[src/rtl/alarm_set_pkg.sv]
package alarm_set_pkg;

  typedef enum logic [1:0] {
    KEY_IDLE   = 2'd0,
    KEY_SETTLE = 2'd1,
    KEY_PACE   = 2'd2
  } key_phase_e;

endpackage

[src/rtl/key_sync.sv]
module key_sync #(
  parameter int KEYS = 2
) (
  input  logic            clk,
  input  logic            rst,
  input  logic [KEYS-1:0] raw_n,
  output logic [KEYS-1:0] pressed
);

  for (genvar k = 0; k < KEYS; k++) begin : g_key
    logic stage1_n, stage2_n;

    always_ff @(posedge clk) begin
      if (rst) begin
        stage1_n <= 1'b1;
        stage2_n <= 1'b1;
      end else begin
        stage1_n <= raw_n[k];
        stage2_n <= stage1_n;
      end
    end

    assign pressed[k] = ~stage2_n;
  end

endmodule

[src/rtl/key_stepper.sv]
module key_stepper
  import alarm_set_pkg::*;
#(
  parameter int SETTLE_TICKS = 30,
  parameter int PACE_TICKS   = 250,
  localparam int MAX_TICKS   = (SETTLE_TICKS > PACE_TICKS) ? SETTLE_TICKS : PACE_TICKS,
  localparam int CW          = $clog2(MAX_TICKS + 1)
) (
  input  logic       clk,
  input  logic       rst,
  input  logic       tick,
  input  logic       pressed,
  input  logic       grant,
  output logic       step,
  output key_phase_e phase
);

  localparam logic [CW-1:0] SETTLE_LAST = CW'(SETTLE_TICKS - 1);
  localparam logic [CW-1:0] PACE_LAST   = CW'(PACE_TICKS - 1);

  key_phase_e    phase_q, phase_d;
  logic [CW-1:0] cnt_q, cnt_d;

  always_comb begin
    phase_d = phase_q;
    cnt_d   = cnt_q;
    step    = 1'b0;
    unique case (phase_q)
      KEY_IDLE: begin
        if (pressed && grant) begin
          phase_d = KEY_SETTLE;
          cnt_d   = '0;
        end
      end
      KEY_SETTLE: begin
        if (!grant) begin
          phase_d = KEY_IDLE;
        end else if (tick) begin
          if (cnt_q == SETTLE_LAST) begin
            cnt_d = '0;
            if (pressed) begin
              step    = 1'b1;
              phase_d = KEY_PACE;
            end else begin
              phase_d = KEY_IDLE;
            end
          end else begin
            cnt_d = cnt_q + 1'b1;
          end
        end
      end
      KEY_PACE: begin
        if (tick) begin
          if (cnt_q == PACE_LAST) begin
            phase_d = KEY_IDLE;
            cnt_d   = '0;
          end else begin
            cnt_d = cnt_q + 1'b1;
          end
        end
      end
      default: begin
        phase_d = KEY_IDLE;
        cnt_d   = '0;
      end
    endcase
  end

  always_ff @(posedge clk) begin
    if (rst) begin
      phase_q <= KEY_IDLE;
      cnt_q   <= '0;
    end else begin
      phase_q <= phase_d;
      cnt_q   <= cnt_d;
    end
  end

  assign phase = phase_q;

  // a step can only be taken on a tick pulse
  p_step_on_tick_r8: assert property (@(posedge clk) disable iff (rst)
    step |-> tick);

  // a step requires the key to still be down at the end of the settle window
  p_step_needs_key_r2: assert property (@(posedge clk) disable iff (rst)
    step |-> pressed);

  // once pacing starts, the key is not served again in the next cycle
  p_pace_holds_r5: assert property (@(posedge clk) disable iff (rst)
    step |=> (phase_q == KEY_PACE));

endmodule

[src/rtl/wrap_field.sv]
module wrap_field #(
  parameter int  LIMIT = 24,
  localparam int W     = $clog2(LIMIT)
) (
  input  logic         clk,
  input  logic         rst,
  input  logic         bump,
  output logic [W-1:0] value
);

  localparam logic [W-1:0] TOP = W'(LIMIT - 1);

  always_ff @(posedge clk) begin
    if (rst) begin
      value <= '0;
    end else if (bump) begin
      value <= (value == TOP) ? '0 : value + 1'b1;
    end
  end

  // the field never leaves its legal range
  p_field_range_r3: assert property (@(posedge clk) disable iff (rst)
    value <= TOP);

  // a step from the last value wraps to zero
  p_field_wrap_r4: assert property (@(posedge clk) disable iff (rst)
    (bump && value == TOP) |=> (value == '0));

endmodule

[src/rtl/alarm_setpoint_adjuster.sv]
module alarm_setpoint_adjuster
  import alarm_set_pkg::*;
#(
  parameter int  SETTLE_TICKS = 30,
  parameter int  PACE_TICKS   = 250,
  parameter int  HOUR_LIMIT   = 24,
  parameter int  MIN_LIMIT    = 60,
  localparam int HOUR_W       = $clog2(HOUR_LIMIT),
  localparam int MIN_W        = $clog2(MIN_LIMIT)
) (
  input  logic              clk,
  input  logic              rst,
  input  logic              tick_ms,
  input  logic              hour_key_n,
  input  logic              min_key_n,
  output logic [HOUR_W-1:0] alarm_hour,
  output logic [MIN_W-1:0]  alarm_min,
  output logic              change_pulse
);

  localparam int KEYS  = 2;
  localparam int K_HR  = 0;
  localparam int K_MIN = 1;

  logic [KEYS-1:0] key_pressed;
  logic            hour_step, min_step;
  logic            hour_busy;
  key_phase_e      hour_phase, min_phase;

  key_sync #(.KEYS(KEYS)) u_sync (
    .clk     (clk),
    .rst     (rst),
    .raw_n   ({min_key_n, hour_key_n}),
    .pressed (key_pressed)
  );

  key_stepper #(.SETTLE_TICKS(SETTLE_TICKS), .PACE_TICKS(PACE_TICKS)) u_hour_key (
    .clk     (clk),
    .rst     (rst),
    .tick    (tick_ms),
    .pressed (key_pressed[K_HR]),
    .grant   (1'b1),
    .step    (hour_step),
    .phase   (hour_phase)
  );

  // The hour key holds off the minute key while it is pressed or still active
  assign hour_busy = (hour_phase != KEY_IDLE) || key_pressed[K_HR];

  key_stepper #(.SETTLE_TICKS(SETTLE_TICKS), .PACE_TICKS(PACE_TICKS)) u_min_key (
    .clk     (clk),
    .rst     (rst),
    .tick    (tick_ms),
    .pressed (key_pressed[K_MIN]),
    .grant   (!hour_busy),
    .step    (min_step),
    .phase   (min_phase)
  );

  wrap_field #(.LIMIT(HOUR_LIMIT)) u_hour_field (
    .clk   (clk),
    .rst   (rst),
    .bump  (hour_step),
    .value (alarm_hour)
  );

  wrap_field #(.LIMIT(MIN_LIMIT)) u_min_field (
    .clk   (clk),
    .rst   (rst),
    .bump  (min_step),
    .value (alarm_min)
  );

  always_ff @(posedge clk) begin
    if (rst) change_pulse <= 1'b0;
    else     change_pulse <= hour_step | min_step;
  end

  // the cycle after a reset, both fields are zero and the strobe is quiet
  p_reset_clear_r1: assert property (@(posedge clk)
    $past(rst) |-> (alarm_hour == '0 && alarm_min == '0 && !change_pulse));

  // a minute step never happens while the hour key is busy
  p_hour_priority_r6: assert property (@(posedge clk) disable iff (rst)
    min_step |-> !hour_busy);

  // a minute settle window is dropped as soon as the hour key becomes busy
  p_min_abort_r6: assert property (@(posedge clk) disable iff (rst)
    (hour_busy && min_phase == KEY_SETTLE) |=> (min_phase == KEY_IDLE));

  // the strobe never lasts longer than one cycle
  p_strobe_single_r7: assert property (@(posedge clk) disable iff (rst)
    change_pulse |=> !change_pulse);

  // with the strobe low, neither field moves
  p_quiet_without_strobe_r7: assert property (@(posedge clk) disable iff (rst || $past(rst))
    !change_pulse |-> ($stable(alarm_hour) && $stable(alarm_min)));

endmodule

[config.mk]
export PLATFORM = sky130hd
export DESIGN_NAME = alarm_setpoint_adjuster
export DESIGN_NICKNAME = d
export VERILOG_FILES = /design/src/rtl/alarm_set_pkg.sv /design/src/rtl/key_sync.sv /design/src/rtl/key_stepper.sv /design/src/rtl/wrap_field.sv /design/src/rtl/alarm_setpoint_adjuster.sv
export SDC_FILE = /design/constraint.sdc
export NUM_CORES = 1
export LEC_CHECK = 0
export BUFFER_PORTS_ARGS = -buffer_cell sky130_fd_sc_hd__buf_4
export CORE_ASPECT_RATIO = 1.75
export CORE_UTILIZATION = 60
export CTS_CLUSTER_DIAMETER = 120
export DETAILED_ROUTE_END_ITERATION = 7
export GPL_ROUTABILITY_DRIVEN = 0
export PLACE_DENSITY_LB_ADDON = 0.1
export SLEW_MARGIN = 20
export SYNTH_ARGS = -nofsm -noshare
export SYNTH_HDL_FRONTEND = slang
export SYNTH_HIERARCHICAL = 1
export SYNTH_SLANG_ARGS = --single-unit
[constraint.sdc]
create_clock -name clk -period 4.7 [get_ports clk]
set_input_delay 0.235 -clock clk [delete_from_list [all_inputs] [get_ports clk]]
set_output_delay 0.235 -clock clk [all_outputs]
set_load 0.01 [all_outputs]
==> metrics, run 1 <==
diode count=0; R2R Setup Slk=2.19 ns; critical path's most frequent cell=nand3_1; setup TNS=0 ns; Final Power=0.000739 W; pwr/cell area=297 mW/mm2; Sequential Area=721 um2; Crit path largest cell delay=0.74 ns; critical path capture point type=flop; ys async rst share=0; worst path cell trace=nor3_2 > nand3_1 > nor3b_1 > nand3_1 > o31ai_1 > nor2_1; WP data required=4.86 ns; CP Data Arrival Time=2.68 ns; dominant combinational cell family by area after synthesis=simple AND/OR/NAND/NOR gates; Die Wd=47.6 um; CTS clk-pin slew, worst paths=0.08 ns; max-cap viol count=0; Worst Setup Path Type=flop to flop; Post-synth EDFFs=0; CTS tree=built; antenna-violating nets left=0; R2R cell count=6; mux contribution to synthesized area=0.0138; initial antenna violation count=0; Max Buffers Root-to-Sink=2; Post-Synth XOR/XNOR Area=0.0241; Startpoint Class=flop; Port Buf Inserts=16; H-tree levels=2; #FFs+latches synth=36; VDD IR max=0.000263 V; layout cells sized above 1=0.183; fin crit share=0.535; Setup Buffers After CTS=0; adder-cell share of the synthesized area=0.0688; Tightest Pin Transition=0.867 ns; CTS Sinks=36; drt pass-1 iters=5; Routed WL=4710 um; vias per cell=6.15; first-pass GRT wire length=7360 um; start point of the worst hold path=min_key_n; grt ovf=0; Site Rows=28; sequential fraction of the synthesis area=0.330; Post-Syn Area=0.00218 mm2; maximum number of pins on one net before global-route repair=25; post-synthesis compound-gate area fraction=0.267; status=completed; area delta synth->final=14.1%; Distinct cells, synth=42; Nets=289; Final setup viols=0; Synth Area in Simple Gates=0.270; Leak=0.904 nW; Worst-Skew Late Latency=0.30 ns; detailed placement HPWL=3410 um; vias in the first global route=1775; Die ar.=0.00389 mm2; Max Clk Rate=398 MHz; most common cell after layout, fill and taps aside=dfxtp_1; # hold bufs at CTS=0; Floorplan Core Area=0.00343 mm2; Slew HR=0.420; post_cts resized=0; initial drt markers=38; Hold Crit Endpoint=u_sync/g_key[1].stage1_n; reg-to-reg critical path startpoint=u_hour_key/phase[1]; Worst Hold Depth=2; Synth Flop Type=dfxtp_1; synth warn=6; Via Count=1956; Layout fillers=280; Tmin final=2.51 ns; DR DRC count=0; reg-to-reg endpoint=u_min_field/value[0]; unrepaired setup endpoints after global routing=false; number of buffers created by CTS=5; Clock Skews=0.00746 ns; DR WL/cell=14.8 um; final hold violations=0; Synth Area per Inst=8.90 um2; synthesized instance count=245; # IOs=17; area occupied by multi-input gates=0.00142 mm2; CP max stage cell=nor3b_1; Root Buffer=clkbuf_8; Die Y=81.8 um; critical path fanouts, max=6; GRT Util Overall=0.260; worst hold path class=primary input to flop; Final Max Slew Viols=0; commonest non-fill, non-tap cells in the layout=dfxtp_1 (36), nand2_1 (32), buf_4 (16), nor2_1 (16), o21ai_0 (14); Initial Util=0.635
[stage by stage]
step	hold WS [ns]	worst slack (ns)	util	cells	area, um2
after floorplan	0.304	2.65	-	249	2200
after global placement	0.387	2.37	0.691	310	2370
after detailed placement	0.397	2.27	0.691	310	2370
after CTS	0.107	2.23	0.724	318	2490
after global routing	0.112	1.93	0.724	318	2490
final	0.109	2.19	0.724	318	2490
[final cells by class]
| cell class | instances | area share |
|---|---|---|
| clock buffer | 5 | 0.0277 |
| clock inverter | 3 | 0.0186 |
| inverter | 14 | 0.0211 |
| multi-input combinational | 199 | 0.572 |
| sequential | 36 | 0.290 |
| tap | 45 | 0.0226 |
| timing repair buffer | 16 | 0.0483 |
[worst max path at each step]
stage | startpoint | end | slack (ns) | depth (start not counted)
6_report | u_hour_key/phase[1] | u_min_field/value[0] | 2.19 | 6
3_3_place_gp | u_min_key/cnt_q[2] | u_min_field/value[2] | 2.37 | 5
2_1_floorplan | u_hour_key/phase[1] | u_min_field/value[0] | 2.65 | 6
5_1_grt | u_sync/g_key[0].stage2_n | u_min_field/value[0] | 1.93 | 7
4_1_cts | u_hour_key/phase[1] | u_min_field/value[0] | 2.23 | 6
3_5_place_dp | u_hour_key/phase[1] | u_min_field/value[0] | 2.27 | 6
[critical path, delay by kind of cell (launching register included)]
| family | cells | cell delay, ns |
|---|---|---|
| flip-flops | 1 | 0.34 |
| AND/OR/NAND/NOR | 5 | 1.53 |
| AO/OA/AOI/OAI | 1 | 0.52 |
[layer usage]
layer	share of wire	global-route usage	vias up
met2	0.55	0.482	42
met1	0.40	0.263	938
met4	0.021	0.119	0
met5	0	0	-
li1	-	-	968
met3	0.029	0.0440	8
[flip-flops by register name, summed over array words and instances (netlist names)]
name / flops
u_hour_key/phase: 2
u_min_key/phase: 2
u_sync/g_key.stage2_n: 2
change_pulse: 1
u_hour_field/value: 5
u_min_field/value: 6
u_sync/g_key.stage1_n: 2
u_min_key/cnt_q: 8
u_hour_key/cnt_q: 8
[Yosys cell counts (6+ instances only)]
cell	count	area, um2
ha_1	12	150
inv_1	12	45.0
nor2_1	16	60.1
nand3_1	9	45.0
o21ai_0	14	70.1
nor4_1	6	37.5
o2111ai_1	12	105
nand4_1	6	37.5
o211ai_2	10	125
nand2_1	32	120
a21oi_1	6	30.0
dfxtp_1	36	721
[kinds of logic (layout without fill, tap and decap cells)]
logic type	count (synthesis)	after routing
simple gates	106	106
compound gates	67	67
flops	36	36
buf+inv	14	38
fa+ha+maj	12	12
xor+xnor	6	6
mux	3	3
other cells	1	5
[power by group]
part	switching, W	internal, W
registers	0.00000522	0.000312
clock network	0.000123	0.000160
logic	0.0000908	0.0000472
total	0.000220	0.000519
No activity file was read; power rests on OpenSTA's default activity.
==> run 2: changes to the inputs <==
ABC_AREA = 1   (was not set)
CORE_UTILIZATION = 59   (was 60)
clock period = 2.4 ns   (was 4.7 ns; I/O delays follow)
==> metrics, run 2 <==
sequential power share=0.351 (was 0.430); drt pass-1 iters=4 (was 5); Top Registers=u_hour_key/cnt_q: 8 flops, u_min_key/cnt_q: 8 flops, u_min_field/value: 6 flops (unchanged); Via Count=1970 (was 1956); vias in the first global route=1762 (was 1775); grt ovf=0 (unchanged); DR WL/cell=10.5 um (was 14.8 um); Max Clk Rate=589 MHz (was 398 MHz); unrepaired setup endpoints after global routing=false (unchanged); max-cap viol count=0 (unchanged); Post-Syn Area=0.00216 mm2 (was 0.00218 mm2); layout cells sized above 1=0.152 (was 0.183); Final Max Slew Viols=0 (unchanged); Initial Util=0.629 (was 0.635); Post-synth EDFFs=0 (unchanged); Final setup viols=0 (unchanged); non-filler cells, final=401 (was 318); critical path capture point type=flop (unchanged); most common cell in the synthesized netlist=nand2_1 (was dfxtp_1); Worst-Skew Late Latency=0.28 ns (was 0.30 ns); Synth Area per Inst=6.54 um2 (was 8.90 um2); Synth Flop Type=dfxtp_1 (unchanged); status=completed (unchanged); Tmin final=1.70 ns (was 2.51 ns); vias per cell=4.91 (was 6.15); Max Buffers Root-to-Sink=2 (unchanged); pre-CTS WS=0.730 ns (was 2.27 ns); Inst Count DP=393 (was 310); internal power=0.00109 W (was 0.000519 W); Die ar.=0.00392 mm2 (was 0.00389 mm2); Leak=1.15 nW (was 0.904 nW); VDD IR max=0.000538 V (was 0.000263 V); detailed placement HPWL=3180 um (was 3410 um); CTS clk-pin slew, worst paths=0.07 ns (was 0.08 ns); post-synth top area cell=dfxtp_1 (unchanged); WP data required=2.58 ns (was 4.86 ns); Commonest cells post-synth=nand2_1 (98), inv_1 (54), dfxtp_1 (36), nor2_1 (35), nand3_1 (22) (was dfxtp_1 (36), nand2_1 (32), nor2_1 (16), o21ai_0 (14)); Setup Buffers After CTS=0 (unchanged); CTS Sinks=36 (unchanged); commonest non-fill, non-tap cells in the layout=nand2_1 (98), inv_1 (54), dfxtp_1 (36) (was dfxtp_1 (36), nand2_1 (32), buf_4 (16), nor2_1 (16), o21ai_0 (14)); CP Data Arrival Time=1.87 ns (was 2.68 ns); clock network power share=0.210 (was 0.383); #FFs+latches synth=36 (unchanged); Comb power frac=0.439 (was 0.187); first-pass GRT wire length=6780 um (was 7360 um); Die Wd=47.7 um (was 47.6 um); # IOs=17 (unchanged); final worst-path setup slack=0.702 ns (was 2.19 ns); Crit path largest cell delay=0.37 ns (was 0.74 ns); wire length on met2=2350 um (was 2600 um); largest cells by area after synthesis=dfxtp_1 (33%), nand2_1 (17%), inv_1 (9.4%), ha_1 (7.0%), nor2_1 (6.1%) (was dfxtp_1 (33%), ha_1 (6.9%), o211ai_2 (5.7%), nand2_1 (5.5%), o2111ai_1 (4.8%)); fin crit share=0.707 (was 0.535); initial drt markers=39 (was 38); Nets=373 (was 289); Distinct cells, synth=24 (was 42); area delta synth->final=12.2% (was 14.1%); worst hold path class=primary input to flop (unchanged); Routed WL=4220 um (was 4710 um); R2R Setup Slk=0.70 ns (was 2.19 ns); Site Rows=28 (unchanged); pwr/cell area=782 mW/mm2 (was 297 mW/mm2); synthesized instance count=330 (was 245); GRT Util Overall=0.240 (was 0.260); Synth top area share=0.334 (was 0.330); ys async rst share=0 (unchanged); Clock Skews=0.00521 ns (was 0.00746 ns); diode count=0 (unchanged); CTS tree=built (unchanged); switching share of power=0.427 (was 0.297); initial antenna violation count=0 (unchanged); DR DRC count=0 (unchanged); NetSw=0.000809 W (was 0.000220 W); Startpoint Class=flop (unchanged); CP max stage cell=dfxtp_1 (was nor3b_1); critical path fanouts, max=7 (was 6); most common cell after layout, fill and taps aside=nand2_1 (was dfxtp_1); sequential fraction of the synthesis area=0.334 (was 0.330); H-tree levels=2 (unchanged); Die Y=82.0 um (was 81.8 um); number of buffers created by CTS=5 (unchanged); setup TNS=0 ns (unchanged); met1 WL=1690 um (was 1880 um); final hold violations=0 (unchanged); antenna-violating nets left=0 (unchanged); worst path cell trace=ha_1 > inv_1 > nor2_1 > nand3_1 > nor3_1 > buf_4 > nand2_1 > nor2_2 > nand3_2 > nand2_2 > nor2_1 (was nor3_2 > nand3_1 > nor3b_1 > nand3_1 > o31ai_1 > nor2_1); synth warn=6 (unchanged); Root Buffer=clkbuf_8 (unchanged); Final Power=0.00189 W (was 0.000739 W); Worst Setup Path Type=flop to flop (unchanged); Floorplan Core Area=0.00343 mm2 (unchanged); critical path's most frequent cell=nor2_1 (was nand3_1); routed length on met3=82 um (was 136 um); maximum number of pins on one net before global-route repair=19 (was 25); top routing layer in use=met4 (unchanged); final hold slack=0.0161 ns (was 0.109 ns); Port Buf Inserts=16 (unchanged)
-- run 2: cell types whose count changed in the layout (fill, tap and decap cells not counted), sizes merged, moves of 9 or more --
cell | before | now
nand2 | 32 | 109
inv | 13 | 59
nor2 | 18 | 43
nand3 | 9 | 26
a21oi | 6 | 22
o2111ai | 12 | 0
o211ai | 10 | 0
o21ai | 16 | 7
-- run 2: metal layers --
metal | vias to the layer above | track usage
met5 | - | 0
met4 | 0 | 0.133
met3 | 9 | 0.0484
met2 | 21 | 0.449
met1 | 887 | 0.222
li1 | 1053 | -
-- run 2: final timing paths --
| path | from | end | depth (start not counted) |
|---|---|---|---|
| setup / recovery | u_min_key/cnt_q[0] | u_min_field/value[3] | 11 |
| hold / removal | min_key_n | u_sync/g_key[1].stage1_n | 3 |
| setup reg to reg | u_min_key/cnt_q[0] | u_min_field/value[3] | 11 |
| hold reg to reg | u_sync/g_key[1].stage1_n | u_sync/g_key[1].stage2_n | 2 |
-- run 2: kinds of logic after synthesis --
kind of cell / count (synthesis) / synth area share
AND/OR/NAND/NOR: 182 / 0.379
buffers and inverters: 61 / 0.113
flip-flops: 36 / 0.334
AO/OA/AOI/OAI: 34 / 0.0869
adder cells (fa/ha/maj): 12 / 0.0695
XOR/XNOR: 4 / 0.0162
other: 1 / 0.00174
-- run 2: layout make-up --
class                   instances  area, um2
repair buffers                 19        145
flip-flops and latches         36        721
clock buffers                   6       72.6
clock inverters                 1       5.00
multi-input cells             235       1200
fillers                       318       1010
inverters                      59        221
well taps                      45       56.3
-- run 2: through the flow --
stage,utilization,instance area [um2]
finish,0.706,2420
global route,0.706,2420
CTS,0.706,2420
detailed placement,0.680,2340
global placement,0.680,2340
floorplan,-,2170
-- run 2: what timing repair did --
action / in CTS / in global routing
hold buffers: 1 / 0
endpoints found under the hold margin: 1 / 0
resized for setup: 0 / 0
-- run 2: power by group through the flow --
stage	combinational, W	sequential (W)	clock, W
after floorplan	0.000673	0.000673	0
after global placement	0.000821	0.000679	0
after detailed placement	0.000830	0.000680	0
after CTS	0.000833	0.000666	0.000413
after global routing	0.000949	0.000674	0.000435
final	0.000832	0.000665	0.000398
-- run 2: worst max-delay path, delay by kind of cell (launching register included) --
kind                       cells  cell delay [ns]
adders and majority gates      1             0.16
buffers and inverters          2             0.23
and+or+nand+nor                8             0.82
DFF                            1             0.37
==> run 3: changes to the inputs <==
clock period = 1.67 ns   (was 2.4 ns; I/O delays follow)
==> metrics, run 3 (synthesis results as in run 2) <==
fin crit share=0.932 (was 0.707); initial antenna violation count=0 (unchanged); DR DRC count=0 (unchanged); final hold slack=0.117 ns (was 0.0161 ns); critical path fanouts, max=5 (was 7); CTS Sinks=36 (unchanged); final instance area=0.00260 mm2 (was 0.00242 mm2); first-pass GRT wire length=7430 um (was 6780 um); initial drt markers=26 (was 39); internal power=0.00159 W (was 0.00109 W); DR WL/cell=10.8 um (was 10.5 um); Site Rows=28 (unchanged); grt ovf=0 (unchanged); max-cap viol count=0 (unchanged); area occupied by multi-input gates=0.00128 mm2 (was 0.00120 mm2); Tmin final=1.56 ns (was 1.70 ns); vias in the first global route=1987 (was 1762); antenna-violating nets left=0 (unchanged); placed instance area=0.00240 mm2 (was 0.00234 mm2); switching share of power=0.437 (was 0.427); M1 GR Usage=0.221 (was 0.222); Layout fillers=297 (was 318); WP data required=1.86 ns (was 2.58 ns); sequential power share=0.340 (was 0.351); Die Wd=47.7 um (unchanged); unrepaired setup endpoints after global routing=true (was false); Top Registers=u_hour_key/cnt_q: 8 flops, u_min_key/cnt_q: 8 flops, u_min_field/value: 6 flops (unchanged); vias per cell=5.02 (was 4.91); met2 Usage GRT=0.519 (was 0.449); H-tree levels=2 (unchanged); drt pass-1 iters=4 (unchanged); Final setup viols=0 (unchanged); final hold violations=0 (unchanged); Startpoint Class=flop (unchanged); maximum number of pins on one net before global-route repair=19 (unchanged); NetSw=0.00123 W (was 0.000809 W); Critical path origin=u_min_key/cnt_q[1] (was u_min_key/cnt_q[0]); status=completed (unchanged); diode count=0 (unchanged); Root Buffer=clkbuf_8 (unchanged); # IOs=17 (unchanged); GRT Util Overall=0.260 (was 0.240); Clock Skews=0.00771 ns (was 0.00521 ns); Routed WL=4440 um (was 4220 um); R2R Setup Slk=0.11 ns (was 0.70 ns); reg-to-reg critical path startpoint=u_min_key/cnt_q[1] (was u_min_key/cnt_q[0]); worst hold path class=primary input to flop (unchanged); area delta synth->final=20.5% (was 12.2%); Final Power=0.00282 W (was 0.00189 W); Die Y=82.0 um (unchanged); pre-CTS WS=-0.0258 ns (was 0.730 ns); clock network power share=0.217 (was 0.210); critical path capture point type=flop (unchanged); Die ar.=0.00392 mm2 (unchanged); VDD IR max=0.000979 V (was 0.000538 V); Max Buffers Root-to-Sink=2 (unchanged); Nets=383 (was 373); Final Max Slew Viols=0 (unchanged); number of buffers created by CTS=5 (unchanged); Max Clk Rate=643 MHz (was 589 MHz); Comb power frac=0.443 (was 0.439); Worst-Skew Late Latency=0.29 ns (was 0.28 ns); crit path to=u_min_field/value[4] (was u_min_field/value[3]); Initial Util=0.629 (unchanged); most common cell after layout, fill and taps aside=nand2_1 (unchanged); detailed placement HPWL=3380 um (was 3180 um); commonest non-fill, non-tap cells in the layout=nand2_1 (96), inv_1 (52), nor2_1 (32) (was nand2_1 (98), inv_1 (54), dfxtp_1 (36)); Leak=1.25 nW (was 1.15 nW); final worst-path setup slack=0.114 ns (was 0.702 ns); Sequential Area=728 um2 (was 721 um2); R2R cell count=11 (unchanged); layout cells sized above 1=0.229 (was 0.152); Floorplan Core Area=0.00343 mm2 (unchanged); most crowded layer after global routing=met2 (unchanged); Port Buf Inserts=16 (unchanged); setup TNS=0 ns (unchanged); CTS tree=built (unchanged); CP Data Arrival Time=1.75 ns (was 1.87 ns); Worst Setup Path Type=flop to flop (unchanged); reg-to-reg endpoint=u_min_field/value[4] (was u_min_field/value[3]); Via Count=2069 (was 1970); pwr/cell area=1080 mW/mm2 (was 782 mW/mm2); CTS clk-pin slew, worst paths=0.08 ns (was 0.07 ns); met3 Track Usage GR=0.0484 (unchanged)
run 3: cell type report:
type,instances,area share
multi-input cells,235,0.493
flip-flops and latches,36,0.280
inverters,59,0.0861
repair buffers,29,0.0856
clock buffers,5,0.0264
well taps,45,0.0216
clock inverters,3,0.00721
run 3: worst max-delay path, cell delays in order (launching register included):
cell	delay, ns
dfxtp_2	0.33
inv_2	0.06
ha_4	0.13
inv_4	0.04
nor2_4	0.08
nand3_2	0.11
nor3_4	0.28
nand2_2	0.11
nor2_4	0.10
nand3_2	0.08
nand2_4	0.10
nor2_1	0.05
run 3: how the worst min path moves through the flow:
stage               cells after the start  startpoint  slack, ns                  endpoint
finish                                  2         rst       0.12        u_min_key/cnt_q[7]
global route                            2         rst       0.12       u_hour_key/cnt_q[1]
CTS                                     2         rst       0.11        u_min_key/cnt_q[7]
detailed placement                      3   min_key_n       0.26  u_sync/g_key[1].stage1_n
global placement                        3  hour_key_n       0.26  u_sync/g_key[0].stage1_n
floorplan                               1         rst       0.15       u_hour_key/cnt_q[1]
run 3: timing repair:
item | in CTS | in global routing
setup endpoints to repair | 5 | 10
buffers inserted | 0 | 2
hold buffers | 2 | 0
cloned | 0 | 0
gates resized for setup | 1 | 24
endpoints found under the hold margin | 2 | 0
pin swaps | 0 | 12
run 3: metal layers:
metal  up-vias  share of wire  wire, um
li1       1078              -         -
met1       954           0.37      1660
met2        28           0.58      2600
met3         9          0.019        84
met4         0          0.024       106
met5         -              0         0
run 3: through the flow:
stage | cells | utilization
floorplan | 332 | -
global placement | 400 | 0.699
detailed placement | 400 | 0.699
CTS | 410 | 0.732
global route | 412 | 0.758
finish | 412 | 0.758
run 3: power by group through the flow:
stage          Clock (W)  Sequential [W]  Combinational [W]
5_1_grt         0.000664        0.000966            0.00139
3_5_place_dp           0        0.000975            0.00122
6_report        0.000613        0.000959            0.00125
3_3_place_gp           0        0.000973            0.00121
2_1_floorplan          0        0.000968           0.000971
4_1_cts         0.000635        0.000955            0.00123
